File: config.mk
export PLATFORM = sky130hd
export DESIGN_NAME = audio_ctl_i2c_slave
export DESIGN_NICKNAME = d
export VERILOG_FILES = /design/src/rtl/audio_ctl_pkg.sv /design/src/rtl/acl_line_sync.sv /design/src/rtl/acl_frame_fsm.sv /design/src/rtl/acl_reg_bank.sv /design/src/rtl/audio_ctl_i2c_slave.sv
export SDC_FILE = /design/constraint.sdc
export NUM_CORES = 1
export LEC_CHECK = 0
export ABC_AREA = 1
export BUFFER_PORTS_ARGS = -buffer_cell sky130_fd_sc_hd__buf_2
export CAP_MARGIN = 40
export CORE_ASPECT_RATIO = 0.75
export CORE_MARGIN = 8
export CORE_UTILIZATION = 50
export DETAILED_ROUTE_END_ITERATION = 6
export GPL_TIMING_DRIVEN = 0
export PLACE_DENSITY = 0.71
export SLEW_MARGIN = 20
export SYNTH_ARGS = -nofsm -noshare
export SYNTH_HDL_FRONTEND = slang
export SYNTH_HIERARCHICAL = 1
export SYNTH_SLANG_ARGS = --single-unit
File: constraint.sdc
create_clock -name clk -period 3.9 [get_ports clk]
set_input_delay 0.39 -clock clk [delete_from_list [all_inputs] [get_ports clk]]
set_output_delay 0.39 -clock clk [all_outputs]
set_load 0.02 [all_outputs]
File: src/rtl/audio_ctl_pkg.sv
package audio_ctl_pkg;

  localparam int unsigned NREG    = 8;
  localparam int unsigned IDX_W   = 4;
  localparam int unsigned RSV_IDX = 3;

  typedef enum logic [2:0] {
    PH_IDLE,
    PH_ADDR,
    PH_SUB,
    PH_DATA,
    PH_SKIP
  } phase_t;

  // Power-on contents of each function register (reserved slot reads zero)
  function automatic logic [7:0] por_value(input int unsigned idx);
    case (idx)
      0:       por_value = 8'h02; // second input
      1:       por_value = 8'h0E; // high gain
      2:       por_value = 8'h38; // volume muted
      4:       por_value = 8'h0E; // small bass boost
      5:       por_value = 8'h0E; // small treble boost
      6:       por_value = 8'h78; // right speaker muted
      7:       por_value = 8'h78; // left speaker muted
      default: por_value = 8'h00;
    endcase
  endfunction

endpackage

File: src/rtl/acl_line_sync.sv
module acl_line_sync #(
  parameter int unsigned STAGES = 2
) (
  input  logic clk,
  input  logic rst_n,
  input  logic scl_i,
  input  logic sda_i,
  output logic scl_s,
  output logic sda_s,
  output logic scl_rise,
  output logic scl_fall,
  output logic start_det,
  output logic stop_det
);

  logic [STAGES-1:0] scl_pipe;
  logic [STAGES-1:0] sda_pipe;
  logic              scl_d;
  logic              sda_d;

  always_ff @(posedge clk or negedge rst_n) begin
    if (!rst_n) begin
      scl_pipe <= '1;
      sda_pipe <= '1;
      scl_d    <= 1'b1;
      sda_d    <= 1'b1;
    end else begin
      scl_pipe <= {scl_pipe[STAGES-2:0], scl_i};
      sda_pipe <= {sda_pipe[STAGES-2:0], sda_i};
      scl_d    <= scl_pipe[STAGES-1];
      sda_d    <= sda_pipe[STAGES-1];
    end
  end

  assign scl_s     = scl_pipe[STAGES-1];
  assign sda_s     = sda_pipe[STAGES-1];
  assign scl_rise  = scl_s & ~scl_d;
  assign scl_fall  = ~scl_s & scl_d;
  assign start_det = scl_s & scl_d & sda_d & ~sda_s;
  assign stop_det  = scl_s & scl_d & ~sda_d & sda_s;

endmodule

File: src/rtl/acl_frame_fsm.sv
module acl_frame_fsm
  import audio_ctl_pkg::*;
#(
  parameter int unsigned DATA_W   = 8,
  parameter int unsigned IDX_W    = 4,
  parameter int unsigned NREG     = 8,
  parameter logic [6:0]  DEV_ADDR = 7'h44
) (
  input  logic              clk,
  input  logic              rst_n,
  input  logic              sda_s,
  input  logic              scl_rise,
  input  logic              scl_fall,
  input  logic              start_det,
  input  logic              stop_det,
  output logic              sda_oe,
  output logic              wr_en,
  output logic [IDX_W-1:0]  wr_idx,
  output logic [DATA_W-1:0] wr_data,
  output phase_t            phase
);

  localparam int unsigned CNT_W = $clog2(DATA_W + 1);
  localparam logic [CNT_W-1:0]  FULL  = CNT_W'(DATA_W);
  localparam logic [DATA_W-1:0] MATCH = DATA_W'({DEV_ADDR, 1'b0});
  localparam logic [IDX_W-1:0]  LAST  = IDX_W'(NREG - 1);

  phase_t            phase_q, phase_d;
  logic [CNT_W-1:0]  bit_q, bit_d;
  logic [DATA_W-1:0] shift_q, shift_d;
  logic              ack_q, ack_d;
  logic              oe_q, oe_d;
  logic [IDX_W-1:0]  idx_q, idx_d;
  logic              inc_q, inc_d;
  logic              wen_q, wen_d;
  logic [IDX_W-1:0]  widx_q, widx_d;
  logic [DATA_W-1:0] wdat_q, wdat_d;
  logic              active;

  assign active = (phase_q != PH_IDLE) && (phase_q != PH_SKIP);

  always_comb begin
    phase_d = phase_q;
    bit_d   = bit_q;
    shift_d = shift_q;
    ack_d   = ack_q;
    oe_d    = oe_q;
    idx_d   = idx_q;
    inc_d   = inc_q;
    wen_d   = 1'b0;
    widx_d  = widx_q;
    wdat_d  = wdat_q;
    if (start_det) begin
      phase_d = PH_ADDR;
      bit_d   = '0;
      ack_d   = 1'b0;
      oe_d    = 1'b0;
    end else if (stop_det) begin
      phase_d = PH_IDLE;
      bit_d   = '0;
      ack_d   = 1'b0;
      oe_d    = 1'b0;
    end else if (active) begin
      if (scl_rise && !ack_q && (bit_q < FULL)) begin
        shift_d = {shift_q[DATA_W-2:0], sda_s};
        bit_d   = bit_q + 1'b1;
      end
      if (scl_fall) begin
        if (ack_q) begin
          ack_d = 1'b0;
          oe_d  = 1'b0;
          bit_d = '0;
        end else if (bit_q == FULL) begin
          ack_d = 1'b1;
          oe_d  = 1'b1;
          unique case (phase_q)
            PH_ADDR: begin
              if (shift_q == MATCH) begin
                phase_d = PH_SUB;
              end else begin
                phase_d = PH_SKIP;
                ack_d   = 1'b0;
                oe_d    = 1'b0;
                bit_d   = '0;
              end
            end
            PH_SUB: begin
              idx_d   = shift_q[IDX_W-1:0];
              inc_d   = shift_q[IDX_W];
              phase_d = PH_DATA;
            end
            default: begin
              wen_d  = 1'b1;
              widx_d = idx_q;
              wdat_d = shift_q;
              if (inc_q) begin
                idx_d = (idx_q == LAST) ? '0 : idx_q + 1'b1;
              end
            end
          endcase
        end
      end
    end
  end

  always_ff @(posedge clk or negedge rst_n) begin
    if (!rst_n) begin
      phase_q <= PH_IDLE;
      bit_q   <= '0;
      shift_q <= '0;
      ack_q   <= 1'b0;
      oe_q    <= 1'b0;
      idx_q   <= '0;
      inc_q   <= 1'b0;
      wen_q   <= 1'b0;
      widx_q  <= '0;
      wdat_q  <= '0;
    end else begin
      phase_q <= phase_d;
      bit_q   <= bit_d;
      shift_q <= shift_d;
      ack_q   <= ack_d;
      oe_q    <= oe_d;
      idx_q   <= idx_d;
      inc_q   <= inc_d;
      wen_q   <= wen_d;
      widx_q  <= widx_d;
      wdat_q  <= wdat_d;
    end
  end

  assign sda_oe  = oe_q;
  assign wr_en   = wen_q;
  assign wr_idx  = widx_q;
  assign wr_data = wdat_q;
  assign phase   = phase_q;

endmodule

File: src/rtl/acl_reg_bank.sv
module acl_reg_bank
  import audio_ctl_pkg::*;
#(
  parameter int unsigned DATA_W  = 8,
  parameter int unsigned IDX_W   = 4,
  parameter int unsigned NSLOT   = 8,
  parameter int unsigned RSV_SLOT = 3
) (
  input  logic                          clk,
  input  logic                          rst_n,
  input  logic                          wr_en,
  input  logic [IDX_W-1:0]              wr_idx,
  input  logic [DATA_W-1:0]             wr_data,
  output logic [NSLOT-1:0][DATA_W-1:0]  regs
);

  for (genvar i = 0; i < NSLOT; i++) begin : g_slot
    if (i == RSV_SLOT) begin : g_rsv
      assign regs[i] = '0;
    end else begin : g_live
      logic              hit;
      logic [DATA_W-1:0] val_q;
      assign hit = wr_en && (wr_idx == IDX_W'(i));
      always_ff @(posedge clk or negedge rst_n) begin
        if (!rst_n) begin
          val_q <= DATA_W'(por_value(i));
        end else if (hit) begin
          val_q <= wr_data;
        end
      end
      assign regs[i] = val_q;
    end
  end

endmodule

File: src/rtl/audio_ctl_i2c_slave.sv
module audio_ctl_i2c_slave
  import audio_ctl_pkg::*;
#(
  parameter logic [6:0]  DEV_ADDR    = 7'h44,
  parameter int unsigned SYNC_STAGES = 2,
  parameter int unsigned DATA_W      = 8
) (
  input  logic              clk,
  input  logic              rst_n,
  input  logic              scl_i,
  input  logic              sda_i,
  output logic              sda_oe_o,
  output logic [DATA_W-1:0] in_sel_o,
  output logic [DATA_W-1:0] in_gain_o,
  output logic [DATA_W-1:0] volume_o,
  output logic [DATA_W-1:0] bass_o,
  output logic [DATA_W-1:0] treble_o,
  output logic [DATA_W-1:0] spk_right_o,
  output logic [DATA_W-1:0] spk_left_o
);

  logic                        scl_s, sda_s, scl_rise, scl_fall;
  logic                        start_det, stop_det;
  logic                        wr_en;
  logic [IDX_W-1:0]            wr_idx;
  logic [DATA_W-1:0]           wr_data;
  phase_t                      phase;
  logic [NREG-1:0][DATA_W-1:0] regs;
  logic                        unused_rsv;

  acl_line_sync #(.STAGES(SYNC_STAGES)) u_sync (
    .clk(clk), .rst_n(rst_n), .scl_i(scl_i), .sda_i(sda_i),
    .scl_s(scl_s), .sda_s(sda_s), .scl_rise(scl_rise), .scl_fall(scl_fall),
    .start_det(start_det), .stop_det(stop_det)
  );

  acl_frame_fsm #(
    .DATA_W(DATA_W), .IDX_W(IDX_W), .NREG(NREG), .DEV_ADDR(DEV_ADDR)
  ) u_fsm (
    .clk(clk), .rst_n(rst_n), .sda_s(sda_s), .scl_rise(scl_rise),
    .scl_fall(scl_fall), .start_det(start_det), .stop_det(stop_det),
    .sda_oe(sda_oe_o), .wr_en(wr_en), .wr_idx(wr_idx), .wr_data(wr_data),
    .phase(phase)
  );

  acl_reg_bank #(
    .DATA_W(DATA_W), .IDX_W(IDX_W), .NSLOT(NREG), .RSV_SLOT(RSV_IDX)
  ) u_bank (
    .clk(clk), .rst_n(rst_n), .wr_en(wr_en), .wr_idx(wr_idx),
    .wr_data(wr_data), .regs(regs)
  );

  assign in_sel_o    = regs[0];
  assign in_gain_o   = regs[1];
  assign volume_o    = regs[2];
  assign unused_rsv  = ^regs[RSV_IDX];
  assign bass_o      = regs[4];
  assign treble_o    = regs[5];
  assign spk_right_o = regs[6];
  assign spk_left_o  = regs[7];

endmodule

==> flow_metrics.py, run 1 <==
metrics = {
    "run_status": {
        "status": "finished, final reports clean",
    },
    "setup_path": {
        "arrival_ns": 1.92,
        "end_kind": "flip-flop",
        "critical_path_class": "flip-flop to flip-flop",
        "cp.required_ns": 4.13,
        "worst-r2r-setup-slack_ns": 2.21,
        "crit_fanout": 10,
        "crit_path_start_kind": "flip-flop",
    },
    "floorplan": {
        "fp.dieArea_um2": 12100,
        "core_area_um2": 8530,
        "ios": 61,
        "die_h_um": 97.3,
        "start_util_pct": 51.7,
        "fp.dieW_um": 124,
        "std_cell_rows": 29,
    },
    "routing": {
        "wl_per_cell_um": 14.8,
        "num_vias": 3450,
        "wirelength_mm": 10.1,
        "firstDrtPassIters": 6,
        "drc": 0,
        "routed_via_density": 5.09,
        "detail-route-antenna-nets": 0,
        "initialDrtViolationCount": 280,
    },
    "sta": {
        "slew_headroom_pct": 66.6,
        "worst_clock_skew_ns": 0.00602,
        "fin_crit_ns": 1.69,
        "post-route-period-util_pct": 43.4,
        "grt_setup_unrepaired": "no",
        "setup-violations-final": 0,
        "finalSetupTns_ns": 0,
        "worst_pin_slew_ns": 0.499,
        "finalMaxSlewViolations": 0,
        "final_hold_viol_count": 0,
        "max_freq_mhz": 591,
    },
    "final_layout": {
        "stdcell_count": 678,
        "final_cell_mix": "187 x nand2_1, 70 x dfrtp_1, 66 x buf_2, 50 x inv_1, 27 x dfstp_2",
        "layout.nets": 572,
        "syn_to_final_growth_pct": 17.4,
        "drive_gt1_share_pct": 26.3,
        "final_common_cell": "nand2_1",
        "n_antenna_cell": 0,
    },
    "pwr": {
        "p_per_area_nw_per_um2": 391,
        "ir_worst_vdd_mv": 0.292,
        "p_leak_uw": 0.00272,
    },
    "clock_tree": {
        "clk_latency_ns": 0.34,
        "cts_buffers": 9,
        "cts_sinks": 97,
        "cts_root_buf": "clkbuf_16",
        "cts_tree": "done",
        "cts.reportedPaths.clkPinSlew_ns": 0.06,
        "cts.path.max_buffers": 2,
        "htreeDepth": 3,
    },
    "run": {
        "max_cap_violations": 0,
    },
    "grt": {
        "grt_pass1_vias": 3377,
        "grt_usage_pct": 17.4,
        "grt_max_degree": 82,
        "grt_first_pass_wirelength_mm": 17.2,
        "globalRoute.totalOverflow": 0,
        "antenna_found_initial": 0,
    },
    "yosys": {
        "syn_area_per_cell_um2": 8.95,
        "synthCells": 492,
        "syn_area_um2": 4410,
        "syn_nets": 499,
        "ys_warn_count": 6,
    },
    "place": {
        "gp_congestion": 0.794,
        "place.port_buffers": 60,
        "dp_hpwl_mm": 7.07,
        "place_inst": 661,
    },
    "hold_path": {
        "worst_hold_path_type": "primary input to flip-flop",
    },
}
## worst max-delay path, cell delays in order, from the launching register on
cell and delay [ns]:
dfstp_2 0.55, inv_1 0.04, nand2_1 0.05, nor2_1 0.07
nor2_4 0.19, inv_2 0.11, nor2_4 0.19, nand2_4 0.10
buf_6 0.17, nand2_1 0.07, o21ai_2 0.05
## worst paths after layout
| path | startpoint | to | cells after the start |
|---|---|---|---|
| setup / recovery | u_sync/sda_pipe[1] | u_fsm/shift_q[7] | 10 |
| hold / removal | sda_i | u_sync/sda_pipe[0] | 1 |
| setup reg to reg | u_sync/sda_pipe[1] | u_fsm/shift_q[7] | 10 |
| hold reg to reg | u_sync/scl_pipe[0] | u_sync/scl_pipe[1] | 0 |
| max in group asynchronous | rst_n | u_bank/g_slot[7].g_live.val_q[5] | 3 |
| min in group asynchronous | rst_n | u_bank/g_slot[1].g_live.val_q[5] | 2 |
## state kept, by name, indices dropped and copies added, names as in the netlist
register / count
u_bank/g_slot.g_live.val_q: 56
u_fsm/wr_en: 1
u_fsm/ack_q: 1
u_sync/scl_pipe: 2
u_sync/sda_pipe: 2
u_fsm/wr_data: 8
u_fsm/wr_idx: 4
u_fsm/idx_q: 4
u_sync/scl_d: 1
u_sync/sda_d: 1
u_fsm/shift_q: 8
u_fsm/inc_q: 1
u_fsm/sda_oe: 1
u_fsm/bit_q: 4
u_fsm/phase: 3
## area by class of cell
type / instances / area (um2)
Fill cell: 737 / 3350
Sequential cell: 97 / 2460
Multi-Input combinational cell: 330 / 1660
Timing Repair Buffer: 62 / 344
Clock buffer: 11 / 233
Inverter: 53 / 199
Tap cell: 108 / 135
Buffer: 12 / 83.8
Clock inverter: 5 / 56.3
## stage by stage
step                instance area (um2)  power [uW]  util [%]  hold WS, ns  setup slack, ns
floorplan                          4410        1130         -       0.0944             2.37
global placement                   4840        1170      56.8        0.346             1.51
detailed placement                 4870        1180      57.2        0.235             2.20
CTS                                5170        2050      60.7        0.134             2.19
global route                       5170        2110      60.7        0.133             2.08
finish                             5170        2020      60.7        0.148             2.21
## layer usage
metal / global-route usage, % / wire length (um) / up-vias
li1: - / - / 1717
met1: 23.5 / 4880 / 1628
met2: 25.9 / 4450 / 91
met3: 5.34 / 577 / 14
met4: 6.00 / 157 / 0
met5: 0 / 0 / -
## report_power, final
part           leakage [uW]  internal, uW  switching (uW)
Combinational       0.00133          32.9            83.3
Clock              0.000140           497             358
Sequential          0.00125          1030            14.8
Total               0.00272          1560             456
## what timing repair did
item                                   CTS  global route
endpoints found under the hold margin   10             0
gates resized for setup                  0             0
hold buffers                             1             0
setup buffers                            0             0
Power figures use the tool's default switching activity.
==> run 2: changes to the inputs <==
==> constraint.sdc (replaced) <==
create_clock -name clk -period 1.7 [get_ports clk]
set_input_delay 0.17 -clock clk [delete_from_list [all_inputs] [get_ports clk]]
set_output_delay 0.17 -clock clk [all_outputs]
set_load 0.02 [all_outputs]
==> run 2 against run 1 <==
  * Critical path depth unchanged
  * Largest power group unchanged
  * Fmax up 4.2%
  * Global-route usage about the same
  * Core utilization up 1.3 points
  * Cell count up 1.0%
  * Sequential share of layout area down 0.99 points
  * Cell area up 2.1%
  * Largest cell class unchanged
  * Wire length up 0.90%
  * Via count up 0.70%
==> flow_metrics.py, run 2 (same netlist as run 1, synthesis figures left out) <==
metrics = {
    "setup_path": {
        "cp.required_ns": 1.93,
        "end_kind": "flip-flop",
        "arrival_ns": 1.85,
        "critical_path_class": "flip-flop to flip-flop",
        "worst-r2r-setup-slack_ns": 0.07,
        "crit_path_start_kind": "flip-flop",
        "crit_fanout": 6,
    },
    "routing": {
        "num_vias": 3474,
        "initialDrtViolationCount": 330,
        "firstDrtPassIters": 4,
        "routed_via_density": 5.07,
        "wl_per_cell_um": 14.8,
        "drc": 0,
        "wirelength_mm": 10.2,
        "detail-route-antenna-nets": 0,
    },
    "sta": {
        "grt_setup_unrepaired": "yes",
        "fin_crit_ns": 1.63,
        "worst_slack_ns": 0.0750,
        "whs_ns": 0.219,
        "worst_clock_skew_ns": 0.00672,
        "final_hold_viol_count": 0,
        "slew_headroom_pct": 66.3,
        "setup-violations-final": 0,
        "post-route-period-util_pct": 95.6,
        "max_freq_mhz": 615,
        "finalMaxSlewViolations": 0,
        "worst_pin_slew_ns": 0.504,
    },
    "clock_tree": {
        "cts.path.max_buffers": 2,
        "htreeDepth": 3,
        "cts_buffers": 9,
        "cts_sinks": 97,
        "cts.reportedPaths.clkPinSlew_ns": 0.07,
        "cts_root_buf": "clkbuf_16",
        "clk_latency_ns": 0.34,
        "cts_tree": "done",
    },
    "hold_path": {
        "worst_hold_path_type": "primary input to asynchronous set/reset pin",
    },
    "pwr": {
        "ir_worst_vdd_mv": 0.672,
        "p_leak_uw": 0.00277,
        "p_per_area_nw_per_um2": 882,
    },
    "final_layout": {
        "largest_register_ffs": 56,
        "layout.nets": 579,
        "design_area_um2": 5280,
        "n_antenna_cell": 0,
        "syn_to_final_growth_pct": 19.9,
        "drive_gt1_share_pct": 28.4,
        "n_fill_cell": 728,
        "post-route-util_pct": 62.0,
        "final_common_cell": "nand2_1",
        "final_cell_mix": "186 x nand2_1, 70 x dfrtp_1, 66 x buf_2, 48 x inv_1, 27 x dfstp_2",
        "regMostFlops": "u_bank/g_slot.g_live.val_q",
    },
    "grt": {
        "grt_pass1_vias": 3403,
        "antenna_found_initial": 0,
        "globalRoute.totalOverflow": 0,
        "grt_max_degree": 82,
        "grt_first_pass_wirelength_mm": 17.2,
        "grt_usage_pct": 17.5,
    },
    "floorplan": {
        "core_area_um2": 8530,
        "ios": 61,
        "start_util_pct": 51.7,
        "std_cell_rows": 29,
        "fp.dieW_um": 124,
        "die_h_um": 97.3,
        "fp.dieArea_um2": 12100,
    },
    "place": {
        "dpl_worst_slack_ns": 0.00335,
        "gp_congestion": 0.794,
        "dp_hpwl_mm": 7.07,
        "dpl_cell_area_um2": 4870,
        "place.port_buffers": 60,
    },
    "run_status": {
        "status": "finished, final reports clean",
    },
    "run": {
        "max_cap_violations": 0,
    },
}
run 2: cell type report:
type / count / area (um2) / area share [%]
buffer: 12 / 91.3 / 1.73
clock buffer: 11 / 233 / 4.40
clock inverter: 5 / 56.3 / 1.07
inverter: 53 / 201 / 3.81
multi-input combinational: 330 / 1690 / 31.9
sequential: 97 / 2460 / 46.6
tap: 108 / 135 / 2.56
timing repair buffer: 69 / 419 / 7.93
run 2: what timing repair did:
action                                  in CTS  in global routing
pin swaps                                    1                  3
hold endpoints to repair                    62                  0
setup buffers                                0                  4
gates resized for setup                      0                 13
endpoints found under the setup margin       1                 28
cloned                                       0                  1
hold buffers                                 3                  0
run 2: critical path, stage by stage, from the launching register on:
cell	delay, ns
dfstp_2	0.55
inv_2	0.04
nor2_2	0.10
inv_2	0.06
nor2_4	0.09
nand2_2	0.07
nor2_4	0.11
nand4_4	0.15
clkbuf_16	0.21
nand2_1	0.06
o21ai_1	0.06
run 2: per-stage QoR:
| stage | power, uW | cells | setup TNS (ns) |
|---|---|---|---|
| 2_1_floorplan | 2600 | 492 | 0 |
| 3_3_place_gp | 2690 | 660 | -32.42 |
| 3_5_place_dp | 2720 | 661 | 0 |
| 4_1_cts | 4700 | 680 | 0 |
| 5_1_grt | 4870 | 685 | -0.0906 |
| 6_report | 4660 | 685 | 0 |
run 2: worst paths after layout:
path | startpoint | end | cells past startpoint
setup / recovery | u_sync/scl_d | u_fsm/wr_data[4] | 10
hold / removal | rst_n | u_bank/g_slot[1].g_live.val_q[5] | 2
setup reg to reg | u_sync/scl_d | u_fsm/wr_data[4] | 10
hold reg to reg | u_sync/scl_pipe[0] | u_sync/scl_pipe[1] | 0
max in group asynchronous | rst_n | u_bank/g_slot[6].g_live.val_q[3] | 3
min in group clk | u_sync/scl_pipe[0] | u_sync/scl_pipe[1] | 0
run 2: where the power goes:
group	switching [uW]	leakage [uW]	internal (uW)
registers	38.9	0.00125	2370
logic	196	0.00137	87.2
clock network	826	0.000140	1140
run 2: layer usage:
metal | track usage [%] | vias to the layer above | part of all wire [%]
met4 | 6.00 | 0 | 1.5
li1 | - | 1732 | -
met5 | 0 | - | 0
met3 | 5.34 | 15 | 7.8
met1 | 23.4 | 1637 | 46
met2 | 26.1 | 90 | 45
